--- src/rtl/tmds_enc_pkg.sv ---
package tmds_enc_pkg;
  localparam int SYM_W = 10;
  localparam int PIX_W = 8;
  localparam int NIB_W = 4;
  localparam int CTL_W = 2;
  localparam int DSP_W = 6;

  typedef enum logic [2:0] {
    PH_CTL   = 3'd0,
    PH_VPRE  = 3'd1,
    PH_VID   = 3'd2,
    PH_IPRE  = 3'd3,
    PH_ISL   = 3'd4,
    PH_IPOST = 3'd5
  } phase_e;

  localparam logic [SYM_W-1:0] GUARD_SYM_A = 10'b1011001100;
  localparam logic [SYM_W-1:0] GUARD_SYM_B = 10'b0100110011;

  function automatic logic [SYM_W-1:0] ctl_symbol(input logic [CTL_W-1:0] c);
    logic [SYM_W-1:0] s;
    unique case (c)
      2'd0: s = 10'b1101010100;
      2'd1: s = 10'b0010101011;
      2'd2: s = 10'b0101010100;
      default: s = 10'b1010101011;
    endcase
    return s;
  endfunction
endpackage

--- src/rtl/tmds_terc4_map.sv ---
module tmds_terc4_map
  import tmds_enc_pkg::*;
(
  input  logic [NIB_W-1:0] nib_i,
  output logic [SYM_W-1:0] sym_o
);
  always_comb begin
    unique case (nib_i)
      4'h0: sym_o = 10'b1010011100;
      4'h1: sym_o = 10'b1001100011;
      4'h2: sym_o = 10'b1011100100;
      4'h3: sym_o = 10'b1011100010;
      4'h4: sym_o = 10'b0101110001;
      4'h5: sym_o = 10'b0100011110;
      4'h6: sym_o = 10'b0110001110;
      4'h7: sym_o = 10'b0100111100;
      4'h8: sym_o = 10'b1011001100;
      4'h9: sym_o = 10'b0100111001;
      4'hA: sym_o = 10'b0110011100;
      4'hB: sym_o = 10'b1011000110;
      4'hC: sym_o = 10'b1010001110;
      4'hD: sym_o = 10'b1001110001;
      4'hE: sym_o = 10'b0101100011;
      default: sym_o = 10'b1011000011;
    endcase
  end
endmodule

--- src/rtl/tmds_tm_enc.sv ---
// Transition-minimized, DC-balanced pixel coder with its disparity register.
module tmds_tm_enc #(
  parameter int DW = 8,
  parameter int CW = 6
) (
  input  logic                 clk,
  input  logic                 rst,
  input  logic                 en,
  input  logic                 clr,
  input  logic [DW-1:0]        d,
  output logic [DW+1:0]        sym,
  output logic signed [CW-1:0] disp
);
  localparam int HALF = DW / 2;
  localparam int NW   = $clog2(DW + 1);
  localparam logic signed [CW-1:0] TWO = CW'(2);

  logic [NW-1:0]        n1_d, n1_q;
  logic                 use_xnor;
  logic [DW:0]          qm;
  logic signed [CW-1:0] bal, disp_d, disp_q;

  always_comb begin
    n1_d = '0;
    for (int i = 0; i < DW; i++) n1_d = n1_d + NW'(d[i]);
    use_xnor = (int'(n1_d) > HALF) || ((int'(n1_d) == HALF) && !d[0]);
    qm[0] = d[0];
    for (int i = 1; i < DW; i++) qm[i] = use_xnor ? ~(qm[i-1] ^ d[i]) : (qm[i-1] ^ d[i]);
    qm[DW] = ~use_xnor;
    n1_q = '0;
    for (int i = 0; i < DW; i++) n1_q = n1_q + NW'(qm[i]);
    bal = CW'(2 * int'(n1_q) - DW);
  end

  always_comb begin
    if (disp_q == '0 || bal == '0) begin
      sym    = {~qm[DW], qm[DW], (qm[DW] ? qm[DW-1:0] : ~qm[DW-1:0])};
      disp_d = qm[DW] ? (disp_q + bal) : (disp_q - bal);
    end else if ((disp_q > 0 && bal > 0) || (disp_q < 0 && bal < 0)) begin
      sym    = {1'b1, qm[DW], ~qm[DW-1:0]};
      disp_d = disp_q - bal + (qm[DW] ? TWO : '0);
    end else begin
      sym    = {1'b0, qm[DW], qm[DW-1:0]};
      disp_d = disp_q + bal - (qm[DW] ? '0 : TWO);
    end
  end

  always_ff @(posedge clk) begin
    if (rst || clr) disp_q <= '0;
    else if (en)    disp_q <= disp_d;
  end

  assign disp = disp_q;
endmodule

--- src/rtl/tmds_period_seq.sv ---
// Period state machine: guard insertion and control-gap enforcement.
module tmds_period_seq
  import tmds_enc_pkg::*;
#(
  parameter int GUARD_LEN = 2,
  parameter int CTL_MIN   = 1
) (
  input  logic   clk,
  input  logic   rst,
  input  logic   vid_req,
  input  logic   isl_req,
  output phase_e phase_o
);
  localparam int GW = (GUARD_LEN > 1) ? $clog2(GUARD_LEN) : 1;
  localparam int CW = $clog2(CTL_MIN + 1);
  localparam logic [GW-1:0] G_LAST = GW'(GUARD_LEN - 1);
  localparam logic [CW-1:0] C_MAX  = CW'(CTL_MIN);
  localparam logic [CW-1:0] C_GATE = CW'(CTL_MIN - 1);

  phase_e        ph_q, ph_d;
  logic [GW-1:0] g_q, g_d;
  logic [CW-1:0] c_q, c_d;
  logic          may_leave, in_guard, g_last;

  assign may_leave = (c_q >= C_GATE);
  assign in_guard  = (ph_q == PH_VPRE) || (ph_q == PH_IPRE) || (ph_q == PH_IPOST);
  assign g_last    = (g_q == G_LAST);

  always_comb begin
    ph_d = ph_q;
    unique case (ph_q)
      PH_CTL: begin
        if (may_leave && vid_req)      ph_d = PH_VPRE;
        else if (may_leave && isl_req) ph_d = PH_IPRE;
      end
      PH_VPRE:  if (g_last) ph_d = PH_VID;
      PH_VID:   if (!vid_req) ph_d = PH_CTL;
      PH_IPRE:  if (g_last) ph_d = PH_ISL;
      PH_ISL:   if (!isl_req) ph_d = PH_IPOST;
      PH_IPOST: if (g_last) ph_d = PH_CTL;
      default:  ph_d = PH_CTL;
    endcase
    g_d = (in_guard && !g_last) ? g_q + GW'(1) : '0;
    if (ph_q == PH_CTL) c_d = (c_q == C_MAX) ? c_q : c_q + CW'(1);
    else                c_d = '0;
  end

  always_ff @(posedge clk) begin
    if (rst) begin
      ph_q <= PH_CTL;
      g_q  <= '0;
      c_q  <= '0;
    end else begin
      ph_q <= ph_d;
      g_q  <= g_d;
      c_q  <= c_d;
    end
  end

  assign phase_o = ph_q;
endmodule

--- src/rtl/tmds_channel_enc.sv ---
module tmds_channel_enc
  import tmds_enc_pkg::*;
#(
  parameter int CHAN      = 0,
  parameter int GUARD_LEN = 2,
  parameter int CTL_MIN   = 1
) (
  input  logic             clk,
  input  logic             rst,
  input  logic             vid_req_i,
  input  logic             isl_req_i,
  input  logic [CTL_W-1:0] ctl_i,
  input  logic [NIB_W-1:0] pkt_i,
  input  logic [PIX_W-1:0] pix_i,
  output logic [SYM_W-1:0] tmds_o
);
  phase_e               phase_w;
  logic [SYM_W-1:0]     vid_sym, terc_sym, vguard, iguard, sym_d, sym_q;
  logic [NIB_W-1:0]     terc_in;
  logic signed [DSP_W-1:0] disp_w;

  tmds_period_seq #(.GUARD_LEN(GUARD_LEN), .CTL_MIN(CTL_MIN)) u_seq (
    .clk(clk), .rst(rst), .vid_req(vid_req_i), .isl_req(isl_req_i), .phase_o(phase_w)
  );

  tmds_tm_enc #(.DW(PIX_W), .CW(DSP_W)) u_venc (
    .clk(clk), .rst(rst),
    .en(phase_w == PH_VID), .clr(phase_w != PH_VID),
    .d(pix_i), .sym(vid_sym), .disp(disp_w)
  );

  assign terc_in = (phase_w == PH_ISL) ? pkt_i : {2'b11, ctl_i};

  tmds_terc4_map u_terc (.nib_i(terc_in), .sym_o(terc_sym));

  generate
    if (CHAN == 1) begin : g_vg_b
      assign vguard = GUARD_SYM_B;
    end else begin : g_vg_a
      assign vguard = GUARD_SYM_A;
    end
    if (CHAN == 0) begin : g_ig_terc
      assign iguard = terc_sym;
    end else begin : g_ig_fixed
      assign iguard = GUARD_SYM_B;
    end
  endgenerate

  always_comb begin
    unique case (phase_w)
      PH_VPRE:           sym_d = vguard;
      PH_VID:            sym_d = vid_sym;
      PH_IPRE, PH_IPOST: sym_d = iguard;
      PH_ISL:            sym_d = terc_sym;
      default:           sym_d = ctl_symbol(ctl_i);
    endcase
  end

  always_ff @(posedge clk) begin
    if (rst) sym_q <= ctl_symbol(2'd0);
    else     sym_q <= sym_d;
  end

  assign tmds_o = sym_q;
endmodule

--- config.mk ---
export PLATFORM = sky130hd
export DESIGN_NAME = tmds_channel_enc
export DESIGN_NICKNAME = d
export VERILOG_FILES = /design/src/rtl/tmds_enc_pkg.sv /design/src/rtl/tmds_terc4_map.sv /design/src/rtl/tmds_tm_enc.sv /design/src/rtl/tmds_period_seq.sv /design/src/rtl/tmds_channel_enc.sv
export SDC_FILE = /design/constraint.sdc
export NUM_CORES = 1
export LEC_CHECK = 0
export BUFFER_PORTS_ARGS = -buffer_cell sky130_fd_sc_hd__buf_2
export CORE_ASPECT_RATIO = 0.9
export CORE_UTILIZATION = 61
export DETAILED_ROUTE_END_ITERATION = 16
export PLACE_DENSITY = 0.82
export REMOVE_ABC_BUFFERS = 1
export SLEW_MARGIN = 20
export SYNTH_ARGS = -nofsm -noshare
export SYNTH_HDL_FRONTEND = slang
export SYNTH_SLANG_ARGS = --single-unit
--- constraint.sdc ---
create_clock -name clk -period 11.1 [get_ports clk]
set_clock_uncertainty 0.05 [all_clocks]
set_input_delay 0.555 -clock clk [delete_from_list [all_inputs] [get_ports clk]]
set_output_delay 0.555 -clock clk [all_outputs]
set_load 0.005 [all_outputs]
==> flow_summary_export.csv, run 1 <==
group,metric,value,unit
detailed_routing,vias,2468,
logic_synthesis,sequential_to_total_area_share_from_yosys_stat,0.137,
worst_hold_path,timing.hold.worst.class,"reg -> reg",
floorplan,initial_core_util,0.657,
cts,cts_resized,0,
logic_synthesis,synth_warnings,0,
layout,antenna_cells_inserted,0,
floorplan,row_count,22,
critical_path,slowest_delay,0.50,ns
place,detailed_place_hpwl,4810,um
layout,areaGrowthSynthToFinish,7.37,%
cts,clock_tree.root_cell,"sky130_fd_sc_hd__clkbuf_8",
global_routing,remaining_global_route_overflow,0,
layout,final_instance_count_without_filler_cells,425,
critical_path,worstSetupEndpointType,"flip-flop",
critical_path,crit_path_max_fo,14,
place,place.port_buffers,27,
logic_synthesis,area_of_the_mapped_netlist,2770,um2
global_routing,grt_max_degree,29,
cts,htree_levels,1,
cts,clock_tree.buffer_depth,2,
critical_path,worstSetupPathType,"in -> reg",
logic_synthesis,synth_area_per_inst,7.95,um2
timing,worst_hold_slack,0.562,ns
floorplan,coreArea,4210,um2
detailed_routing,drt-total-wl,5910,um
logic_synthesis,synth_cell_types,51,
cts,latest_clock_arrival_within_the_worst_skew_pair,0.26,ns
detailed_routing,dr.first_iter.drc_count,354,
timing,count_of_final_hold_check_violations,0,
timing,maxClockFrequency,129,MHz
layout,final.fill_count,339,
cts,cts.sinks,19,
critical_path,cp.buffers_inverters,7,
floorplan,die_area,4810,um2
global_routing,vias_in_the_first_global_route,2152,
critical_path,worst_ep_arrival_time,7.84,ns
timing,final.min_clock_period,7.73,ns
layout,layout_common_cells,"sky130_fd_sc_hd__inv_1, sky130_fd_sc_hd__ha_1, sky130_fd_sc_hd__nor2_1, sky130_fd_sc_hd__buf_2, sky130_fd_sc_hd__xnor2_1",
layout,drive_gt1_frac,0.115,
timing,grt_setup_unrepaired,"no",
critical_path,worst_ep_required_time,11.21,ns
layout,num-nets-final,437,
global_routing,grt_pass1_wl,9940,um
detailed_routing,postRouteAntennaNets,0,
timing,finalCritPeriodShare,0.696,
detailed_routing,detail_route.drc_violations,0,
place,routabilityCongestion,0.886,
logic_synthesis,synth_top_flop_cell,"sky130_fd_sc_hd__dfxtp_1",
global_routing,antenna_violations_before_repair,0,
floorplan,die-height,65.9,um
timing,timing.slew.headroom,0.597,
logic_synthesis,ffs_w_async_s_r_synth,0,
layout,layout_commonest_cell,"sky130_fd_sc_hd__inv_1",
critical_path,cp-start-kind,"input pin",
timing,finalSetupTns,0,ns
cts,tritoncts_clock_tree,"built",
cts,tritoncts.num_buffers,3,
place,numPlacedInstances,421,
detailed_routing,wl_per_cell,13.9,um
cts,clk_transition_reported_paths,0.07,ns
logic_synthesis,synth_edf_count,0,
global_routing,all_layer_global_routing_usage,0.264,
critical_path,cp_slowest_cell,"sky130_fd_sc_hd__fa_1",
logic_synthesis,synth-seq-cells,19,
critical_path,critPathMostFrequentCell,"sky130_fd_sc_hd__fa_1",
detailed_routing,viasPerCell,5.81,
cts,cts-hold-fix-buffers,0,
critical_path,critical_path.top_delay_family,"adder cells",
cts,cts.repair_timing.setup_buffer_count,0,
floorplan,ios,28,
timing,setup_viol,0,
floorplan,die_width,73.0,um
timing,slew_viol_final,0,
timing,worst_slew_pin_slew,0.604,ns
job,max_cap_viol_count,0,
logic_synthesis,netlist_instances,348,
status,run_status,"completed",
detailed_routing,dr.pass1.iters,8,
-- kinds of logic after synthesis --
family	Yosys count	synth area share
buffers and inverters	58	0.0814
and+or+nand+nor	93	0.167
muxes	4	0.0163
xor gates and xnor gates	33	0.110
AOI/OAI and AO/OA	88	0.213
adders and majority gates	53	0.275
DFF	19	0.137
-- cell usage after synthesis, types with 2 or more instances --
| cell type | count | area share |
|---|---|---|
| sky130_fd_sc_hd__o211a_1 | 2 | 0.0072 |
| sky130_fd_sc_hd__or3_1 | 3 | 0.0068 |
| sky130_fd_sc_hd__a311oi_1 | 2 | 0.0063 |
| sky130_fd_sc_hd__xnor2_2 | 2 | 0.012 |
| sky130_fd_sc_hd__a2111oi_0 | 2 | 0.0063 |
| sky130_fd_sc_hd__clkbuf_1 | 15 | 0.020 |
| sky130_fd_sc_hd__mux2i_1 | 3 | 0.011 |
| sky130_fd_sc_hd__o21ai_1 | 3 | 0.0054 |
| sky130_fd_sc_hd__o32ai_1 | 2 | 0.0063 |
| sky130_fd_sc_hd__nor2_1 | 33 | 0.045 |
| sky130_fd_sc_hd__o21ai_0 | 17 | 0.031 |
| sky130_fd_sc_hd__nor3b_1 | 4 | 0.011 |
| sky130_fd_sc_hd__a211oi_1 | 7 | 0.019 |
| sky130_fd_sc_hd__nor3_1 | 8 | 0.014 |
| sky130_fd_sc_hd__a31oi_1 | 2 | 0.0045 |
| sky130_fd_sc_hd__nand2b_1 | 9 | 0.020 |
| sky130_fd_sc_hd__o22ai_1 | 2 | 0.0045 |
| sky130_fd_sc_hd__inv_1 | 42 | 0.057 |
| sky130_fd_sc_hd__ha_1 | 40 | 0.18 |
| sky130_fd_sc_hd__xor2_1 | 7 | 0.022 |
| sky130_fd_sc_hd__a21o_1 | 7 | 0.019 |
| sky130_fd_sc_hd__o211ai_1 | 3 | 0.0081 |
| sky130_fd_sc_hd__xnor2_1 | 24 | 0.076 |
| sky130_fd_sc_hd__o221ai_1 | 4 | 0.013 |
| sky130_fd_sc_hd__dfxtp_1 | 19 | 0.14 |
| sky130_fd_sc_hd__a221oi_1 | 2 | 0.0063 |
| sky130_fd_sc_hd__fa_1 | 13 | 0.094 |
| sky130_fd_sc_hd__o21a_1 | 3 | 0.0081 |
| sky130_fd_sc_hd__nand2_1 | 16 | 0.022 |
| sky130_fd_sc_hd__or2_2 | 3 | 0.0068 |
| sky130_fd_sc_hd__a21oi_1 | 21 | 0.038 |
| sky130_fd_sc_hd__nor2b_1 | 6 | 0.014 |
| sky130_fd_sc_hd__nand3_1 | 2 | 0.0036 |
| sky130_fd_sc_hd__and2_1 | 3 | 0.0068 |
-- sequential cells by signal (all words and copies together), names as in the netlist --
signal         cells
u_venc.disp        5
tmds_o            10
u_seq.phase_o      3
u_seq.g_last       1
-- routing by layer --
layer | wire length (um) | track usage | up-vias
met5 | 0 | 0 | -
met4 | 55 | 0.0564 | 0
met3 | 280 | 0.0290 | 5
met2 | 2830 | 0.441 | 82
met1 | 2750 | 0.364 | 1151
li1 | - | - | 1230
-- stage by stage --
stage / instance area, um2 / setup WS (ns) / utilization
after floorplan: 2700 / 3.08 / -
after detailed placement: 2920 / 3.05 / 0.694
final: 2970 / 3.37 / 0.705
after global routing: 2970 / 3.00 / 0.705
after CTS: 2970 / 3.33 / 0.705
after global placement: 2920 / 3.23 / 0.694
-- tightest hold or removal path: cells and delay by family, from the launching register on --
kind / cells / cell delay (ns)
AND/OR/NAND/NOR: 1 / 0.05
flip-flops: 1 / 0.35
AO/OA/AOI/OAI: 1 / 0.17
-- cell type report --
type | count | area, um2 | area share
clock buffers | 3 | 41.3 | 0.0139
repair buffers | 29 | 150 | 0.0505
flip-flops and latches | 19 | 380 | 0.128
inverters | 42 | 158 | 0.0531
multi-input cells | 271 | 2160 | 0.727
clock inverters | 1 | 5.00 | 0.00168
well taps | 60 | 75.1 | 0.0253
-- worst paths after layout --
path	startpoint	to	slack [ns]	cells after the start
setup reg to reg	u_seq.phase_o[1]	tmds_o[1]	7.98	9
hold / removal	u_seq.g_last	u_seq.phase_o[2]	0.56	2
hold reg to reg	u_seq.g_last	u_seq.phase_o[2]	0.56	2
setup / recovery	pix_i[0]	tmds_o[9]	3.37	27
Power of run 1 is left out: the tool's default activity adds up to more than one toggle a clock period on the data nets, which glitch-free logic cannot reach.
==> run 2: changes to the inputs <==
Clock period 11.1 ns to 7.6 ns, I/O delays scaled along.
==> run 2 against run 1 <==
Setup slack worse by 3.0 ns. Count of clock-buffer cells in the layout unchanged. Register-to-register slack worse by 3.7 ns. Highest routed layer unchanged. Sequential share of layout area down 0.080 points. Routed wire length about the same. Critical endpoint is now u_venc.disp[5]. Via count down 1.4%. Die area unchanged.
==> flow_summary_export.csv, run 2 (synthesis gave the netlist of run 1 again) <==
group,metric,value,unit
status,run_status,"completed",
timing,timing.slew.headroom,0.436,
layout,num-nets-final,438,
floorplan,coreArea,4210,um2
layout,final_util,0.710,
floorplan,die_area,4810,um2
detailed_routing,dr.first_iter.drc_count,312,
critical_path,crit-reg2reg-capture,"tmds_o[1]",
timing,final.min_clock_period,7.25,ns
place,placement.setup.worst_slack,-0.0507,ns
cts,tritoncts_clock_tree,"built",
cts,cts-hold-fix-buffers,0,
layout,layout_commonest_cell,"sky130_fd_sc_hd__inv_1",
timing,timing.final.ws_setup,0.350,ns
place,routabilityCongestion,0.914,
global_routing,remaining_global_route_overflow,0,
critical_path,rr_worst_depth,9,
job,max_cap_viol_count,0,
cts,latest_clock_arrival_within_the_worst_skew_pair,0.26,ns
timing,finalCritPeriodShare,0.954,
place,numPlacedInstances,422,
cts,htree_levels,1,
place,place.port_buffers,27,
detailed_routing,drt-total-wl,5920,um
global_routing,vias_in_the_first_global_route,2286,
layout,drive_gt1_frac,0.128,
critical_path,timing.reg2reg.setup_slack,4.24,ns
critical_path,worst_r2r_startpoint,"u_seq.phase_o[0]",
floorplan,ios,28,
timing,setup_viol,0,
worst_hold_path,timing.hold.worst.class,"in -> reg",
detailed_routing,detail_route.drc_violations,0,
critical_path,cp-start-kind,"input pin",
timing,finalSetupTns,0,ns
layout,layout_common_cells,"sky130_fd_sc_hd__inv_1, sky130_fd_sc_hd__ha_1, sky130_fd_sc_hd__nor2_1, sky130_fd_sc_hd__buf_2, sky130_fd_sc_hd__xnor2_1",
critical_path,worst_ep_required_time,7.74,ns
layout,antenna_cells_inserted,0,
floorplan,initial_core_util,0.657,
worst_hold_path,hold_start,"rst",
cts,clock_tree.buffer_depth,2,
cts,clk_transition_reported_paths,0.08,ns
detailed_routing,dr.pass1.iters,5,
place,detailed_place_hpwl,4800,um
global_routing,all_layer_global_routing_usage,0.272,
timing,count_of_final_hold_check_violations,0,
cts,cts.sinks,19,
global_routing,grt_pass1_wl,10300,um
layout,largest_reg_flops,10,
detailed_routing,viasPerCell,5.71,
layout,final_instance_count_without_filler_cells,426,
critical_path,worstSetupPathType,"in -> reg",
critical_path,worst_ep_arrival_time,7.39,ns
worst_hold_path,endpoint_of_the_worst_hold_path,"u_seq.phase_o[2]",
timing,slew_viol_final,0,
worst_hold_path,whs_path_depth,2,
cts,tritoncts.num_buffers,3,
floorplan,die-height,65.9,um
detailed_routing,postRouteAntennaNets,0,
critical_path,worstSetupEndpointType,"flip-flop",
floorplan,row_count,22,
global_routing,antenna_violations_before_repair,0,
layout,areaGrowthSynthToFinish,8.05,%
detailed_routing,wl_per_cell,13.9,um
timing,maxClockFrequency,138,MHz
timing,grt_setup_unrepaired,"no",
critical_path,crit_path_max_fo,5,
global_routing,grt_max_degree,29,
floorplan,die_width,73.0,um
layout,final.fill_count,361,
timing,worst_slew_pin_slew,0.845,ns
cts,clock_tree.root_cell,"sky130_fd_sc_hd__clkbuf_8",
detailed_routing,vias,2434,
critical_path,worst_setup_path_startpoint,"pix_i[0]",
run 2: cell types whose count changed in the layout (fill, tap and decap cells not counted):
| cell | previous run | this run |
|---|---|---|
| sky130_fd_sc_hd__a21oi_1 | 21 | 20 |
| sky130_fd_sc_hd__a21oi_2 | 0 | 1 |
| sky130_fd_sc_hd__buf_4 | 2 | 3 |
| sky130_fd_sc_hd__fa_1 | 13 | 12 |
| sky130_fd_sc_hd__fa_2 | 0 | 1 |
| sky130_fd_sc_hd__inv_1 | 42 | 41 |
| sky130_fd_sc_hd__inv_2 | 0 | 1 |
| sky130_fd_sc_hd__nor3b_1 | 4 | 3 |
| sky130_fd_sc_hd__nor3b_2 | 0 | 1 |
run 2: per-stage QoR:
stage | hold WS, ns | area [um2]
after global placement | 0.551 | 2930
final | 0.370 | 2990
after detailed placement | 0.555 | 2930
after CTS | 0.371 | 2980
after floorplan | 0.402 | 2700
after global routing | 0.415 | 2990
run 2: worst max-delay path by stage:
stage	endpoint	cells after the start
3_3_place_gp	u_venc.disp[5]	28
3_5_place_dp	u_venc.disp[5]	28
5_1_grt	u_venc.disp[5]	28
6_report	u_venc.disp[5]	28
2_1_floorplan	tmds_o[9]	25
4_1_cts	u_venc.disp[5]	28
run 2: worst max-delay path, cell delays in order:
cell and delay, ns:
sky130_fd_sc_hd__buf_2 0.13, sky130_fd_sc_hd__ha_1 0.34, sky130_fd_sc_hd__inv_2 0.10, sky130_fd_sc_hd__fa_1 0.43, sky130_fd_sc_hd__fa_1 0.50, sky130_fd_sc_hd__inv_1 0.06, sky130_fd_sc_hd__fa_1 0.40, sky130_fd_sc_hd__fa_1 0.46
sky130_fd_sc_hd__nor3b_2 0.18, sky130_fd_sc_hd__o22ai_1 0.12, sky130_fd_sc_hd__xnor2_1 0.15, sky130_fd_sc_hd__ha_1 0.27, sky130_fd_sc_hd__inv_1 0.04, sky130_fd_sc_hd__fa_1 0.47, sky130_fd_sc_hd__inv_1 0.05, sky130_fd_sc_hd__fa_1 0.49
sky130_fd_sc_hd__fa_1 0.42, sky130_fd_sc_hd__inv_1 0.08, sky130_fd_sc_hd__fa_2 0.48, sky130_fd_sc_hd__ha_1 0.29, sky130_fd_sc_hd__o21a_1 0.22, sky130_fd_sc_hd__fa_1 0.43, sky130_fd_sc_hd__nand2b_1 0.18, sky130_fd_sc_hd__a21oi_2 0.16
sky130_fd_sc_hd__xnor2_1 0.15, sky130_fd_sc_hd__xnor2_1 0.14, sky130_fd_sc_hd__nor2_1 0.06, sky130_fd_sc_hd__a211oi_1 0.19
run 2: what timing repair did:
action                     in CTS  in global routing
setup endpoints to repair       0                  3
buffers inserted                0                  0
resized for setup               0                  4
hold endpoints to repair        0                  0
run 2: layout make-up:
class / instances / area [um2] / area share
flip-flops and latches: 19 / 380 / 0.127
clock buffers: 3 / 41.3 / 0.0138
multi-input cells: 271 / 2170 / 0.727
inverters: 42 / 158 / 0.0527
well taps: 60 / 75.1 / 0.0251
clock inverters: 1 / 5.00 / 0.00167
repair buffers: 30 / 158 / 0.0527
run 2: per-layer routing:
layer	wire length [um]	track usage
met1	2830	0.369
met3	194	0.0183
met5	0	0
met2	2790	0.456
met4	100	0.0907
Power of run 2 is left out for the same reason.
==> run 3: changes to the inputs <==
Settings changed: ABC_AREA set to 1, CELL_PAD_IN_SITES_DETAIL_PLACEMENT set to 2, CELL_PAD_IN_SITES_GLOBAL_PLACEMENT set to 2, CORE_UTILIZATION 61 to 35, PLACE_DENSITY 0.82 to unset, PLACE_DENSITY_LB_ADDON set to 0.1.
==> run 3 against run 2 <==
Via count is 3.5% higher. Critical endpoint unchanged. Worst hold slack lost 0.026 ns. Cell count increased by 18%. Fmax decreased by 0.56%. Cell area increased by 3.7%. First-iteration DRC count fell by 81%. Largest cell class unchanged. Routed wire length grew 42%.
==> flow_summary_export.csv, run 3 <==
group,metric,value,unit
timing,grt_setup_unrepaired,"no",
global_routing,remaining_global_route_overflow,0,
logic_synthesis,synth_warnings,0,
timing,finalCritPeriodShare,0.959,
timing,timing.slew.headroom,0.707,
critical_path,cp-start-kind,"input pin",
critical_path,worst_ep_required_time,7.75,ns
floorplan,die_area,8210,um2
floorplan,ios,28,
global_routing,grt_max_degree,15,
critical_path,slowest_delay,0.49,ns
critical_path,crit_path_max_fo,4,
cts,tritoncts.num_buffers,3,
timing,maxClockFrequency,137,MHz
job,max_cap_viol_count,0,
detailed_routing,postRouteAntennaNets,0,
cts,cts-hold-fix-buffers,0,
cts,tritoncts_clock_tree,"built",
place,routabilityCongestion,0.823,
layout,antenna_cells_inserted,0,
detailed_routing,vias,2519,
floorplan,die_width,95.4,um
cts,clk_transition_reported_paths,0.09,ns
critical_path,cp_slowest_cell,"sky130_fd_sc_hd__fa_1",
detailed_routing,viasPerCell,5.00,
layout,drive_gt1_frac,0.213,
global_routing,antenna_violations_before_repair,0,
critical_path,critical_path.top_delay_family,"adder cells",
detailed_routing,detail_route.drc_violations,0,
detailed_routing,dr.first_iter.drc_count,59,
layout,areaGrowthSynthToFinish,12.8,%
detailed_routing,dr.pass1.iters,4,
place,place.port_buffers,27,
layout,final_util,0.409,
logic_synthesis,ffs_w_async_s_r_synth,0,
layout,largest_reg_flops,10,
global_routing,all_layer_global_routing_usage,0.222,
logic_synthesis,synth_most_common_cell,"sky130_fd_sc_hd__inv_1",
timing,count_of_final_hold_check_violations,0,
logic_synthesis,synth-seq-cells,19,
place,numPlacedInstances,499,
timing,worst_slew_pin_slew,0.436,ns
global_routing,vias_in_the_first_global_route,2822,
critical_path,worstSetupEndpointType,"flip-flop",
logic_synthesis,area_of_the_mapped_netlist,2750,um2
layout,num-nets-final,480,
cts,cts.sinks,19,
critical_path,worst_ep_arrival_time,7.44,ns
timing,setup_viol,0,
logic_synthesis,synth_top_flop_cell,"sky130_fd_sc_hd__dfxtp_1",
logic_synthesis,synth_area_per_inst,7.37,um2
logic_synthesis,yosys.area.top_type,"sky130_fd_sc_hd__ha_1",
critical_path,critPathMostFrequentCell,"sky130_fd_sc_hd__inv_1",
floorplan,coreArea,7580,um2
logic_synthesis,synth.cells.most_frequent,"sky130_fd_sc_hd__inv_1, sky130_fd_sc_hd__nand2_1, sky130_fd_sc_hd__ha_1, sky130_fd_sc_hd__a21oi_1, sky130_fd_sc_hd__o21ai_0",
critical_path,worstSetupPathType,"in -> reg",
cts,clock_tree.root_cell,"sky130_fd_sc_hd__clkbuf_8",
floorplan,initial_core_util,0.362,
status,run_status,"completed",
layout,final_instance_count_without_filler_cells,504,
layout,layout_commonest_cell,"sky130_fd_sc_hd__inv_1",
floorplan,row_count,30,
timing,final.min_clock_period,7.29,ns
layout,layout_common_cells,"sky130_fd_sc_hd__inv_1, sky130_fd_sc_hd__nand2_1, sky130_fd_sc_hd__ha_1, sky130_fd_sc_hd__a21oi_1, sky130_fd_sc_hd__buf_2",
detailed_routing,drt-total-wl,8410,um
logic_synthesis,netlist_top_cells_area,"sky130_fd_sc_hd__ha_1, sky130_fd_sc_hd__dfxtp_1, sky130_fd_sc_hd__fa_1",
place,detailed_place_hpwl,7240,um
worst_hold_path,timing.hold.worst.class,"in -> reg",
timing,timing.final.ws_setup,0.309,ns
cts,htree_levels,1,
logic_synthesis,synth_cell_types,43,
cts,latest_clock_arrival_within_the_worst_skew_pair,0.27,ns
logic_synthesis,sequential_to_total_area_share_from_yosys_stat,0.138,
layout,postLayoutCellArea,3100,um2
logic_synthesis,yosysTopAreaCellShare,0.182,
logic_synthesis,netlist_instances,373,
logic_synthesis,synth_edf_count,0,
floorplan,die-height,86.1,um
timing,slew_viol_final,0,
global_routing,grt_pass1_wl,14000,um
detailed_routing,wl_per_cell,16.7,um
place,placement.setup.worst_slack,-0.249,ns
cts,clock_tree.buffer_depth,2,
place,dpl_cell_area,3020,um2
critical_path,cp.buffers_inverters,11,
## run 3: cell count changes after synthesis, moves of 9 or more
cell	change
sky130_fd_sc_hd__nand2_1	+42
sky130_fd_sc_hd__inv_1	+26
sky130_fd_sc_hd__xnor2_1	-20
sky130_fd_sc_hd__nor2_1	-18
sky130_fd_sc_hd__nand3_1	+17
sky130_fd_sc_hd__clkbuf_1	-15
sky130_fd_sc_hd__inv_2	+13
sky130_fd_sc_hd__nand2b_1	-9
## run 3: layout make-up
class	instances	area, um2
Fill cell	936	4480
Multi-Input combinational cell	271	2070
Sequential cell	19	380
Inverter	81	304
Timing Repair Buffer	33	180
Tap cell	96	120
Clock buffer	3	41.3
Clock inverter	1	5.00
## run 3: cell families (layout without fill, tap and decap cells)
family / after synthesis / count (layout) / share of synthesized area
simple gates: 117 / 117 / 0.218
compound gates: 86 / 86 / 0.194
buf+inv: 83 / 118 / 0.117
fa+ha+maj: 53 / 53 / 0.277
flops: 19 / 19 / 0.138
xor+xnor: 14 / 14 / 0.0528
mux: 1 / 1 / 0.00364
## run 3: layer usage
metal  track usage  part of all wire  up-vias
met5             0                 0        -
met4        0.0285            0.0037        0
met3        0.0186             0.014        2
met2         0.394              0.48       25
met1         0.297              0.50     1214
li1              -                 -     1278
## run 3: worst paths after layout
check	start	endpoint	slack (ns)	depth (start not counted)
max	pix_i[0]	u_venc.disp[5]	0.31	36
min	rst	u_seq.g_last	0.34	2
max reg2reg	u_venc.disp[1]	u_venc.disp[5]	4.88	12
min reg2reg	u_seq.g_last	u_seq.g_last	0.47	3
## run 3: timing repair
action / CTS / global route
setup endpoints to repair: 0 / 9
resized for setup: 0 / 6
endpoints found under the hold margin: 0 / 0
setup buffers: 0 / 1
## run 3: per-stage QoR
stage	setup TNS [ns]	hold WS, ns
finish	0	0.345
global route	0	0.348
CTS	0	0.345
detailed placement	-0.429	0.456
global placement	0	0.451
floorplan	0	0.399
Power of run 3 is left out for the same reason.
